### src/rtl/gpio_irq_pkg.sv
package gpio_irq_pkg;

  typedef enum logic [1:0] {
    TRIG_OFF  = 2'd0,
    TRIG_RISE = 2'd1,
    TRIG_FALL = 2'd2,
    TRIG_BOTH = 2'd3
  } trig_e;

  localparam int unsigned OFS_STATUS   = 32'h080;
  localparam int unsigned OFS_MASK_SET = 32'h0A0;
  localparam int unsigned OFS_MASK_CLR = 32'h0C0;

  function automatic int unsigned word_addr(int unsigned base, int unsigned bank);
    return base + 4 * bank;
  endfunction

endpackage

### src/rtl/gpio_edge_detect.sv
module gpio_edge_detect #(
  parameter int NPIN = 32
) (
  input  logic              clk,
  input  logic              rst_n,
  input  logic [NPIN-1:0]   pin_i,
  input  logic [2*NPIN-1:0] cfg_i,
  output logic [NPIN-1:0]   hit_o
);
  import gpio_irq_pkg::*;

  logic [NPIN-1:0] prev_q, prev_d;
  logic            armed_q, armed_d;
  logic [NPIN-1:0] rise, fall;

  always_comb begin
    prev_d  = pin_i;
    armed_d = 1'b1;
    rise    = pin_i & ~prev_q;
    fall    = ~pin_i & prev_q;
  end

  for (genvar i = 0; i < NPIN; i++) begin : g_pin
    trig_e sel;
    assign sel = trig_e'(cfg_i[2*i +: 2]);
    always_comb begin
      unique case (sel)
        TRIG_RISE: hit_o[i] = armed_q & rise[i];
        TRIG_FALL: hit_o[i] = armed_q & fall[i];
        TRIG_BOTH: hit_o[i] = armed_q & (rise[i] | fall[i]);
        default:   hit_o[i] = 1'b0;
      endcase
    end
  end

  always_ff @(posedge clk or negedge rst_n) begin
    if (!rst_n) begin
      prev_q  <= '0;
      armed_q <= 1'b0;
    end else begin
      prev_q  <= prev_d;
      armed_q <= armed_d;
    end
  end

endmodule

### src/rtl/gpio_irq_decode.sv
module gpio_irq_decode #(
  parameter int AW      = 12,
  parameter int BANK_ID = 0
) (
  input  logic          bus_sel,
  input  logic          bus_we,
  input  logic [AW-1:0] bus_addr,
  input  logic          wr_allow,
  output logic          hit_stat,
  output logic          hit_mset,
  output logic          hit_mclr,
  output logic          wr_stat,
  output logic          wr_mset,
  output logic          wr_mclr
);
  import gpio_irq_pkg::*;

  localparam logic [AW-1:0] A_STAT = AW'(word_addr(OFS_STATUS,   BANK_ID));
  localparam logic [AW-1:0] A_MSET = AW'(word_addr(OFS_MASK_SET, BANK_ID));
  localparam logic [AW-1:0] A_MCLR = AW'(word_addr(OFS_MASK_CLR, BANK_ID));

  logic wr_go;

  always_comb begin
    hit_stat = bus_sel && (bus_addr == A_STAT);
    hit_mset = bus_sel && (bus_addr == A_MSET);
    hit_mclr = bus_sel && (bus_addr == A_MCLR);
    wr_go    = bus_we && wr_allow;
    wr_stat  = hit_stat && wr_go;
    wr_mset  = hit_mset && wr_go;
    wr_mclr  = hit_mclr && wr_go;
  end

endmodule

### src/rtl/gpio_irq_regs.sv
module gpio_irq_regs #(
  parameter int NPIN = 32
) (
  input  logic            clk,
  input  logic            rst_n,
  input  logic [NPIN-1:0] hit_i,
  input  logic            wr_stat,
  input  logic            wr_mset,
  input  logic            wr_mclr,
  input  logic [NPIN-1:0] wdata,
  output logic [NPIN-1:0] stat_q,
  output logic [NPIN-1:0] mask_q
);

  logic [NPIN-1:0] stat_d, mask_d, clr_vec;
  logic            stat_en, mask_en;

  always_comb begin
    clr_vec = wr_stat ? wdata : '0;
    stat_en = wr_stat || (|hit_i);
    stat_d  = (stat_q & ~clr_vec) | hit_i;
    mask_en = wr_mset || wr_mclr;
    mask_d  = mask_q;
    if (wr_mset) mask_d = mask_d | wdata;
    if (wr_mclr) mask_d = mask_d & ~wdata;
  end

  always_ff @(posedge clk or negedge rst_n) begin
    if (!rst_n) begin
      stat_q <= '0;
    end else if (stat_en) begin
      stat_q <= stat_d;
    end
  end

  always_ff @(posedge clk or negedge rst_n) begin
    if (!rst_n) begin
      mask_q <= '1;
    end else if (mask_en) begin
      mask_q <= mask_d;
    end
  end

endmodule

### src/rtl/gpio_irq_bank.sv
module gpio_irq_bank #(
  parameter int NPIN    = 32,
  parameter int AW      = 12,
  parameter int BANK_ID = 0
) (
  input  logic              clk,
  input  logic              rst_n,
  input  logic [NPIN-1:0]   pin_in,
  input  logic [2*NPIN-1:0] edge_cfg,
  input  logic              wr_allow,
  input  logic              bus_sel,
  input  logic              bus_we,
  input  logic [AW-1:0]     bus_addr,
  input  logic [NPIN-1:0]   bus_wdata,
  output logic [NPIN-1:0]   bus_rdata,
  output logic              irq_o
);

  logic [NPIN-1:0] hit, stat_q, mask_q;
  logic hit_stat, hit_mset, hit_mclr, wr_stat, wr_mset, wr_mclr;

  gpio_edge_detect #(.NPIN(NPIN)) u_edge (
    .clk   (clk),
    .rst_n (rst_n),
    .pin_i (pin_in),
    .cfg_i (edge_cfg),
    .hit_o (hit)
  );

  gpio_irq_decode #(.AW(AW), .BANK_ID(BANK_ID)) u_dec (
    .bus_sel  (bus_sel),
    .bus_we   (bus_we),
    .bus_addr (bus_addr),
    .wr_allow (wr_allow),
    .hit_stat (hit_stat),
    .hit_mset (hit_mset),
    .hit_mclr (hit_mclr),
    .wr_stat  (wr_stat),
    .wr_mset  (wr_mset),
    .wr_mclr  (wr_mclr)
  );

  gpio_irq_regs #(.NPIN(NPIN)) u_regs (
    .clk     (clk),
    .rst_n   (rst_n),
    .hit_i   (hit),
    .wr_stat (wr_stat),
    .wr_mset (wr_mset),
    .wr_mclr (wr_mclr),
    .wdata   (bus_wdata),
    .stat_q  (stat_q),
    .mask_q  (mask_q)
  );

  always_comb begin
    bus_rdata = '0;
    if (!bus_we) begin
      if (hit_stat)                 bus_rdata = stat_q;
      else if (hit_mset || hit_mclr) bus_rdata = mask_q;
    end
    irq_o = |(stat_q & ~mask_q);
  end

endmodule

### config.mk
export PLATFORM = sky130hd
export DESIGN_NAME = gpio_irq_bank
export DESIGN_NICKNAME = d
export VERILOG_FILES = /design/src/rtl/gpio_irq_pkg.sv /design/src/rtl/gpio_edge_detect.sv /design/src/rtl/gpio_irq_decode.sv /design/src/rtl/gpio_irq_regs.sv /design/src/rtl/gpio_irq_bank.sv
export SDC_FILE = /design/constraint.sdc
export NUM_CORES = 1
export LEC_CHECK = 0
export ABC_AREA = 1
export BUFFER_PORTS_ARGS = -buffer_cell sky130_fd_sc_hd__buf_2
export CAP_MARGIN = 0
export CORE_ASPECT_RATIO = 0.75
export CORE_MARGIN = 2
export CORE_UTILIZATION = 35
export DETAILED_ROUTE_END_ITERATION = 12
export HOLD_SLACK_MARGIN = 0.1
export PLACE_DENSITY = 0.54
export SYNTH_ARGS = -nofsm -noshare
export SYNTH_HDL_FRONTEND = slang
export SYNTH_SLANG_ARGS = --single-unit
### constraint.sdc
create_clock -name clk -period 2.48 [get_ports clk]
set_input_delay 0.124 -clock clk [delete_from_list [all_inputs] [get_ports clk]]
set_output_delay 0.124 -clock clk [all_outputs]
set_load 0.1 [all_outputs]
==> metrics.yaml, run 1 <==
die:
  initial_core_util_pct: 35.7
  core_area_sq_um: 18500
  rows: 43
  io_pins: 178
  die_x_um: 163
  die_h_um: 123
  fp.dieArea_sq_um: 20000
synth:
  synth_top_cells_by_area: "dfrtp_1 (25%), dfstp_2 (13%), ha_1 (12%)"
  synth_area_leader_cell: "dfrtp_1"
  synth-edff-count: 0
  synthFlopType: "dfrtp_1"
  ys_types: 27
  synth_top_area_share_pct: 24.6
  synth_nets: 1074
  synth_cells: 865
  post-synth-top-count-cell: "inv_1"
  synth_warnings: 0
  syn_area_per_cell_sq_um: 7.63
  syn-cell-area_sq_um: 6600
  ys_ff_latch: 97
  synthTopCellsByCount: "inv_1 (196), nand2_1 (138), o21ai_0 (66)"
  async_flop_share_pct: 100
  yosysSeqAreaShare_pct: 37.4
drt:
  firstDrtPassIters: 5
  drtIter0Drc: 322
  route.detailed.drc: 0
  via_per_inst: 4.75
  avgRoutedWirePerCell_um: 14.1
  routed_wl_mm: 19.6
  drtAntennaViolNets: 0
  via_count: 6588
sta:
  maxSlewViolCount: 0
  setup_violations: 0
  setup_tns_ns: 0
  finalHoldViolCount: 0
  rsz0062_at_grt: "false"
  worst_pin_slew_ns: 0.796
  period_share_pct: 76.5
  max_freq_ghz: 0.527
  period_minus_slack_ns: 1.90
  fin_skew_ns: 0.00615
  max_slew_margin_pct: 46.9
critical_path:
  critical_path_buf_inv_count: 4
  crit_type: "in2out"
  crit_path_max_incr_delay_ns: 0.27
  cp_slowest_cell: "nand2_2"
  crit_chain: "buf_2, inv_1, nand3_1, nor2_1, nand2_1, nand2_2, buf_4, nand2_1, a21oi_2, buf_12"
  r2r_start: "u_edge.armed_q"
  cp-end-kind: "primary output"
  critPathLaunch: "bus_addr[5]"
  cp.required_ns: 2.36
  crit_path_frequent_cell: "nand2_1"
  critPathArrivalTime_ns: 1.77
  crit_fanout: 12
  critPathTopFamily: "simple AND/OR/NAND/NOR gates"
  startpoint_type: "input port"
finish:
  syn2layout_area_growth_pct: 45.6
  fin_nets: 1343
  post-route-util_pct: 51.9
  drive_gt1_share_pct: 24.3
grt:
  overflow: 0
  antenna_found_initial: 2
  grt_max_degree: 50
  grt_usage_pct: 20.4
  grt_pass1_wl_mm: 32.5
  first_global_vias: 6584
worst_hold_path:
  min_path_type: "in2reg"
  min-delay-start: "edge_cfg[50]"
placed_design:
  hpwlAfterDp_mm: 13.9
  gp_congestion: 0.796
  port_buffers: 177
clock_network:
  insertion_delay_ns: 0.35
  cts_buffers: 9
  cts_root_buf: "clkbuf_16"
  cts_sinks: 97
  clk_pin_slew_ns: 0.07
  h-tree-depth: 3
  cts_tree: "done"
  clock_path_buffers: 2
pwr:
  peakVddDrop_v: 0.000413
  power.share.clock_pct: 42.4
  power_frac_seq_pct: 42.4
  p_switching_uw: 936
  switching_share_pct: 24.3
  comb_power_share_pct: 15.2
  p_int_mw: 2.91
  total_power_mw: 3.85
  leakage_nw: 5.13
  powerDensity_nw_per_um2: 400
outcome:
  status: "finished, final reports clean"
job:
  max_cap_viol_count: 0
-- final cells by class --
class	count	area (sq um)
multi-input cells	532	3200
repair buffers	295	2540
clock buffers	11	243
clock inverters	5	103
diodes	2	5.00
inverters	199	747
fillers	1806	8900
well taps	247	309
flip-flops and latches	97	2470
-- timing repair --
| action | 4_1_cts | 5_1_grt |
|---|---|---|
| hold buffers | 103 | 0 |
| resized for setup | 0 | 0 |
| setup endpoints to repair | 0 | 0 |
| hold endpoints to repair | 123 | 0 |
| setup buffers | 0 | 0 |
-- power groups by stage --
stage	clock network, mW	registers [mW]	logic (mW)
CTS	1.69	1.63	0.590
global route	1.75	1.63	0.669
detailed placement	0	1.66	0.458
floorplan	0	1.65	0.197
global placement	0	1.66	0.451
finish	1.63	1.63	0.585
-- cell families (layout without fill, tap and decap cells) --
group                      after synthesis  after routing  share of synthesized area (%)
buffers and inverters                  236            510                           14.4
other                                    1              3                         0.0568
AOI/OAI and AO/OA                      208            208                           18.4
adders and majority gates               64             64                           12.1
DFF                                     97             97                           37.4
and+or+nand+nor                        259            259                           17.6
-- final timing paths --
kind,to,cells after the start,slack (ns)
worst max-delay path,bus_rdata[7],10,0.58
worst min-delay path,u_regs.stat_q[25],4,0.11
worst max register to register,u_regs.stat_q[5],6,0.84
worst min register to register,register,2,0.47
max in group asynchronous,asynchronous set/reset pin,3,1.41
min in group asynchronous,u_edge.prev_q[28],2,0.34
-- metrics by stage --
step | hold slack [ns] | area, sq um | instances | setup slack (ns)
2_1_floorplan | -0.172 | 6600 | 865 | 0.204
3_5_place_dp | 0.205 | 8230 | 1267 | 0.513
4_1_cts | 0.101 | 9610 | 1386 | 0.556
5_1_grt | 0.125 | 9610 | 1388 | 0.440
6_report | 0.109 | 9610 | 1388 | 0.584
3_3_place_gp | 0.210 | 8230 | 1267 | 0.560
-- worst register-to-register path: cells and delay by family, from the launching register on --
kind	cells	cell delay, ns
flops	1	0.34
simple gates	1	0.07
compound gates	3	0.39
buf+inv	2	0.79
-- routing by layer --
layer,global-route usage (%),routed length (um),vias to the layer above
li1,-,-,3348
met1,28.2,9390,3035
met2,33.2,8750,191
met3,4.43,1240,14
met4,4.48,208,0
met5,0,0,-
-- placed cells by master, fill, tap and decap left out --
cell type      synthesis  layout
clkbuf_8               0       1
o21ai_1               30      30
clkinv_1               1       1
clkinv_2               0       1
clkbuf_16              0       9
buf_12                 0      34
dlygate4sd3_1          0     103
dfrtp_1               65      65
nor2_1                47      47
buf_4                  2      14
conb_1                 1       1
buf_2                 15     144
nand3_2                0       2
o21ai_0               66      66
ha_1                  64      64
nor2_4                 1       2
a21oi_1               34      34
inv_2                  2       2
bufinv_16              0       3
nand3_1                5       3
nand2_2                1       1
nand2_1              138     138
nor3_4                 0       1
dfstp_2               32      32
inv_1                196     196
a21oi_2               30      30
a31oi_1               32      32
clkinvlp_4             0       1
clkbuf_1              11       1
nand4_1               65      65
diode_2                0       2
o22ai_1               16      16
(Power assumes the default switching activity.)
==> inputs of run 2 (changes only) <==
==> constraint.sdc (replaced) <==
create_clock -name clk -period 1.76 [get_ports clk]
set_input_delay 0.088 -clock clk [delete_from_list [all_inputs] [get_ports clk]]
set_output_delay 0.088 -clock clk [all_outputs]
set_load 0.1 [all_outputs]
==> metrics.yaml, run 2 (synthesized netlist as in run 1, its figures left out) <==
outcome:
  status: "finished, final reports clean"
sta:
  maxSlewViolCount: 0
  worst_slack_ns: 0.0647
  period_minus_slack_ns: 1.70
  max_freq_ghz: 0.590
  fin_skew_ns: 0.00674
  period_share_pct: 96.3
  finalHoldViolCount: 0
  setup_violations: 0
  hold_ws_ns: 0.110
finish:
  multi_input_area_sq_um: 3270
  final_cell_area_sq_um: 10000
  fin_nets: 1379
  layout_commonest_cell: "inv_1"
  drive_gt1_share_pct: 25.3
  most-common-layout-cells: "inv_1 (196), buf_2 (143), nand2_1 (138)"
  syn2layout_area_growth_pct: 51.6
  nFillCells: 1760
  ff_latch_area_sq_um: 2470
critical_path:
  cp-end-kind: "primary output"
  ff2ff_setup_slack_ns: 0.12
  crit_fanout: 3
  startpoint_type: "register"
  critPathArrivalTime_ns: 1.61
  crit_type: "reg2out"
  cp.required_ns: 1.67
grt:
  grt_pass1_wl_mm: 32.7
  first_global_vias: 6575
  overflow: 0
  grt_usage_pct: 21.0
  antenna_found_initial: 3
  grt_max_degree: 56
worst_hold_path:
  min_path_type: "in2reg"
clock_network:
  cts_tree: "done"
  cts_sinks: 97
  cts_buffers: 9
  cts_root_buf: "clkbuf_16"
  insertion_delay_ns: 0.35
  h-tree-depth: 3
  clk_pin_slew_ns: 0.07
  clock_path_buffers: 2
drt:
  drtIter0Drc: 327
  route.detailed.drc: 0
  drtAntennaViolNets: 0
  avgRoutedWirePerCell_um: 14.3
  routed_wl_mm: 20.4
  firstDrtPassIters: 4
  via_per_inst: 4.76
  via_count: 6790
die:
  core_area_sq_um: 18500
  initial_core_util_pct: 35.7
  rows: 43
  fp.dieArea_sq_um: 20000
  die_x_um: 163
  die_h_um: 123
  io_pins: 178
placed_design:
  dpl-instance-area_sq_um: 8360
  port_buffers: 177
  hpwlAfterDp_mm: 14.5
  gp_congestion: 0.817
  place_ws_ns: 0.121
pwr:
  powerDensity_nw_per_um2: 525
  peakVddDrop_v: 0.000388
  leakage_nw: 5.24
job:
  max_cap_viol_count: 0
-- run 2: cell count changes in the layout (fill, tap and decap cells not counted), moves of 2 or more --
cell,delta
buf_6,+2
o21ai_1,+8
a21oi_2,-4
a21oi_1,-2
bufinv_16,-2
a21oi_4,+6
buf_4,+13
clkinvlp_4,+2
dlygate4sd3_1,+20
o21ai_0,-8
buf_12,+2
-- run 2: what timing repair did --
item / CTS / global route
pin swaps: 0 / 8
hold buffers: 123 / 0
endpoints found under the hold margin: 163 / 0
setup buffers: 0 / 7
gates resized for setup: 2 / 17
endpoints found under the setup margin: 1 / 22
-- run 2: final timing paths --
kind / start / end / cells past startpoint
setup reg to reg: u_edge.armed_q / u_regs.stat_q[23] / 6
min in group asynchronous: rst_n / u_edge.prev_q[7] / 2
setup / recovery: register / irq_o / 6
hold reg to reg: register / register / 2
hold / removal: edge_cfg[40] / u_regs.stat_q[20] / 4
max in group asynchronous: rst_n / asynchronous set/reset pin / 3
-- run 2: worst max-delay path: stages (launching register included) --
cell	delay, ns
dfstp_2	0.55
o22ai_2	0.09
nor2_2	0.14
nand2_1	0.08
nor2_1	0.11
nand2_1	0.10
buf_12	0.18
-- run 2: layout make-up --
cell class / instances / area share [%]
Multi-Input combinational cell: 532 / 32.7
Clock buffer: 12 / 2.56
Antenna cell: 3 / 0.0751
Tap cell: 247 / 3.09
Inverter: 199 / 7.47
Sequential cell: 97 / 24.7
Clock inverter: 4 / 0.525
Timing Repair Buffer: 331 / 28.9
-- run 2: routing by layer --
layer  global-route usage, %  wire length [um]  vias up
met2                    33.7              8910      204
li1                        -                 -     3428
met3                    3.82              1280       19
met4                    5.48               278        0
met1                    29.3              9890     3139
met5                       0                 0        -
-- run 2: stage by stage --
| step | util (%) | total power [mW] | TNS (ns) | cells |
|---|---|---|---|---|
| after floorplan | - | 2.61 | -1.70 | 865 |
| after global placement | 45.2 | 2.98 | 0 | 1276 |
| after detailed placement | 45.2 | 2.99 | 0 | 1276 |
| after CTS | 53.5 | 5.32 | 0 | 1415 |
| after global routing | 54.0 | 5.51 | -0.0235 | 1425 |
| final | 54.0 | 5.25 | 0 | 1425 |
-- run 2: power breakdown --
group	switching, mW	total (mW)	internal, mW
clock	0.896	2.08	1.18
combinational	0.444	0.881	0.437
sequential	0.0230	2.30	2.27
==> inputs of run 3 (changes only) <==
==> constraint.sdc (replaced) <==
create_clock -name clk -period 2.08 [get_ports clk]
set_input_delay 0.104 -clock clk [delete_from_list [all_inputs] [get_ports clk]]
set_output_delay 0.104 -clock clk [all_outputs]
set_load 0.1 [all_outputs]
==> metrics.yaml, run 3 (synthesized netlist as in run 1, its figures left out) <==
sta:
  fin_skew_ns: 0.00530
  setup_violations: 0
  period_minus_slack_ns: 1.83
  finalHoldViolCount: 0
  setup_tns_ns: 0
  worst_pin_slew_ns: 0.529
  max_freq_ghz: 0.548
  maxSlewViolCount: 0
  rsz0062_at_grt: "false"
  period_share_pct: 87.8
  max_slew_margin_pct: 64.7
finish:
  drive_gt1_share_pct: 24.6
  nFillCells: 1757
  layout_commonest_cell: "inv_1"
  final_cell_area_sq_um: 9830
  num_antenna_cells: 0
  fin_nets: 1362
  most-common-layout-cells: "inv_1 (196), buf_2 (144), nand2_1 (138)"
  syn2layout_area_growth_pct: 49.0
critical_path:
  crit_chain: "buf_4, o21ai_0, a31oi_1, o21ai_0, dlygate4sd3_1, nand2_1"
  cp-end-kind: "register"
  critPathArrivalTime_ns: 2.13
  startpoint_type: "register"
  crit_type: "reg2reg"
  critPathTopFamily: "buffers and inverters"
  cp_slowest_cell: "dlygate4sd3_1"
  crit_path_max_incr_delay_ns: 0.58
  crit_path_frequent_cell: "o21ai_0"
  critical_path_buf_inv_count: 2
  cp.required_ns: 2.38
  crit_fanout: 13
drt:
  avgRoutedWirePerCell_um: 14.4
  drtAntennaViolNets: 0
  route.detailed.drc: 0
  routed_wl_mm: 20.3
  firstDrtPassIters: 5
  via_per_inst: 4.72
  drtIter0Drc: 356
  via_count: 6638
pwr:
  powerDensity_nw_per_um2: 484
  leakage_nw: 5.20
  peakVddDrop_v: 0.000346
die:
  die_x_um: 163
  initial_core_util_pct: 35.7
  core_area_sq_um: 18500
  io_pins: 178
  fp.dieArea_sq_um: 20000
  die_h_um: 123
  rows: 43
placed_design:
  hpwlAfterDp_mm: 14.3
  port_buffers: 177
  gp_congestion: 0.814
  dpl-instance-area_sq_um: 8290
clock_network:
  insertion_delay_ns: 0.36
  clk_pin_slew_ns: 0.07
  cts_root_buf: "clkbuf_16"
  clock_path_buffers: 2
  cts_sinks: 97
  cts_tree: "done"
  cts_buffers: 9
  h-tree-depth: 3
worst_hold_path:
  min_path_type: "in2reg"
grt:
  first_global_vias: 6516
  grt_max_degree: 66
  grt_usage_pct: 21.0
  antenna_found_initial: 0
  grt_pass1_wl_mm: 33.0
  overflow: 0
outcome:
  status: "finished, final reports clean"
job:
  max_cap_viol_count: 0
run 3: changes by cell type in the layout (fill, tap and decap cells not counted), sizes merged:
| cell | change |
|---|---|
| buf | -11 |
| diode | -3 |
| clkbuf | -1 |
| dlygate4sd3 | -6 |
| clkinvlp | -2 |
| bufinv | +3 |
run 3: worst paths after layout:
path                       cells past startpoint  slack (ns)      startpoint                    endpoint
setup / recovery                               6        0.25  u_edge.armed_q           u_regs.stat_q[18]
hold / removal                                 3        0.11    edge_cfg[33]           u_regs.stat_q[16]
setup reg to reg                               6        0.25  u_edge.armed_q           u_regs.stat_q[18]
hold reg to reg                                2        0.47        register                    register
max in group asynchronous                      3        1.14           rst_n  asynchronous set/reset pin
min in group asynchronous                      2        0.27           rst_n           u_edge.prev_q[27]
run 3: stage by stage:
stage	setup slack, ns	instances	util (%)	hold WS (ns)	total power [mW]
finish	0.254	1405	53.1	0.107	4.76
detailed placement	0.271	1272	44.8	0.122	2.53
global route	0.0937	1405	53.1	0.118	5.00
floorplan	0.212	865	-	-0.192	2.21
CTS	0.103	1405	53.1	0.102	4.83
global placement	0.308	1272	44.8	0.123	2.52
run 3: timing repair:
item	in CTS	in global routing
hold buffers	117	0
buffers inserted	0	0
endpoints found under the setup margin	0	6
hold endpoints to repair	131	0
resized for setup	0	1
run 3: area by class of cell:
cell class	instances	area (sq um)	share of cell area, %
multi-input combinational	532	3210	32.6
timing repair buffer	314	2730	27.7
sequential	97	2470	25.1
inverter	199	747	7.60
tap	247	309	3.14
clock buffer	11	243	2.47
clock inverter	5	128	1.30
run 3: metal layers:
| metal | share of wire [%] | global-route usage [%] | vias up |
|---|---|---|---|
| met4 | 0.90 | 4.26 | 0 |
| met5 | 0 | 0 | - |
| li1 | - | - | 3389 |
| met2 | 43 | 33.1 | 207 |
| met1 | 48 | 30.0 | 3029 |
| met3 | 7.5 | 4.53 | 13 |
run 3: where the power goes:
part	switching [mW]	internal [mW]
sequential	0.0215	1.92
combinational	0.366	0.360
clock	0.760	1.33
total	1.15	3.61
run 3: worst min-delay path: stages:
cell and delay, ns:
buf_2 0.09, o21ai_0 0.13, nand2_1 0.11
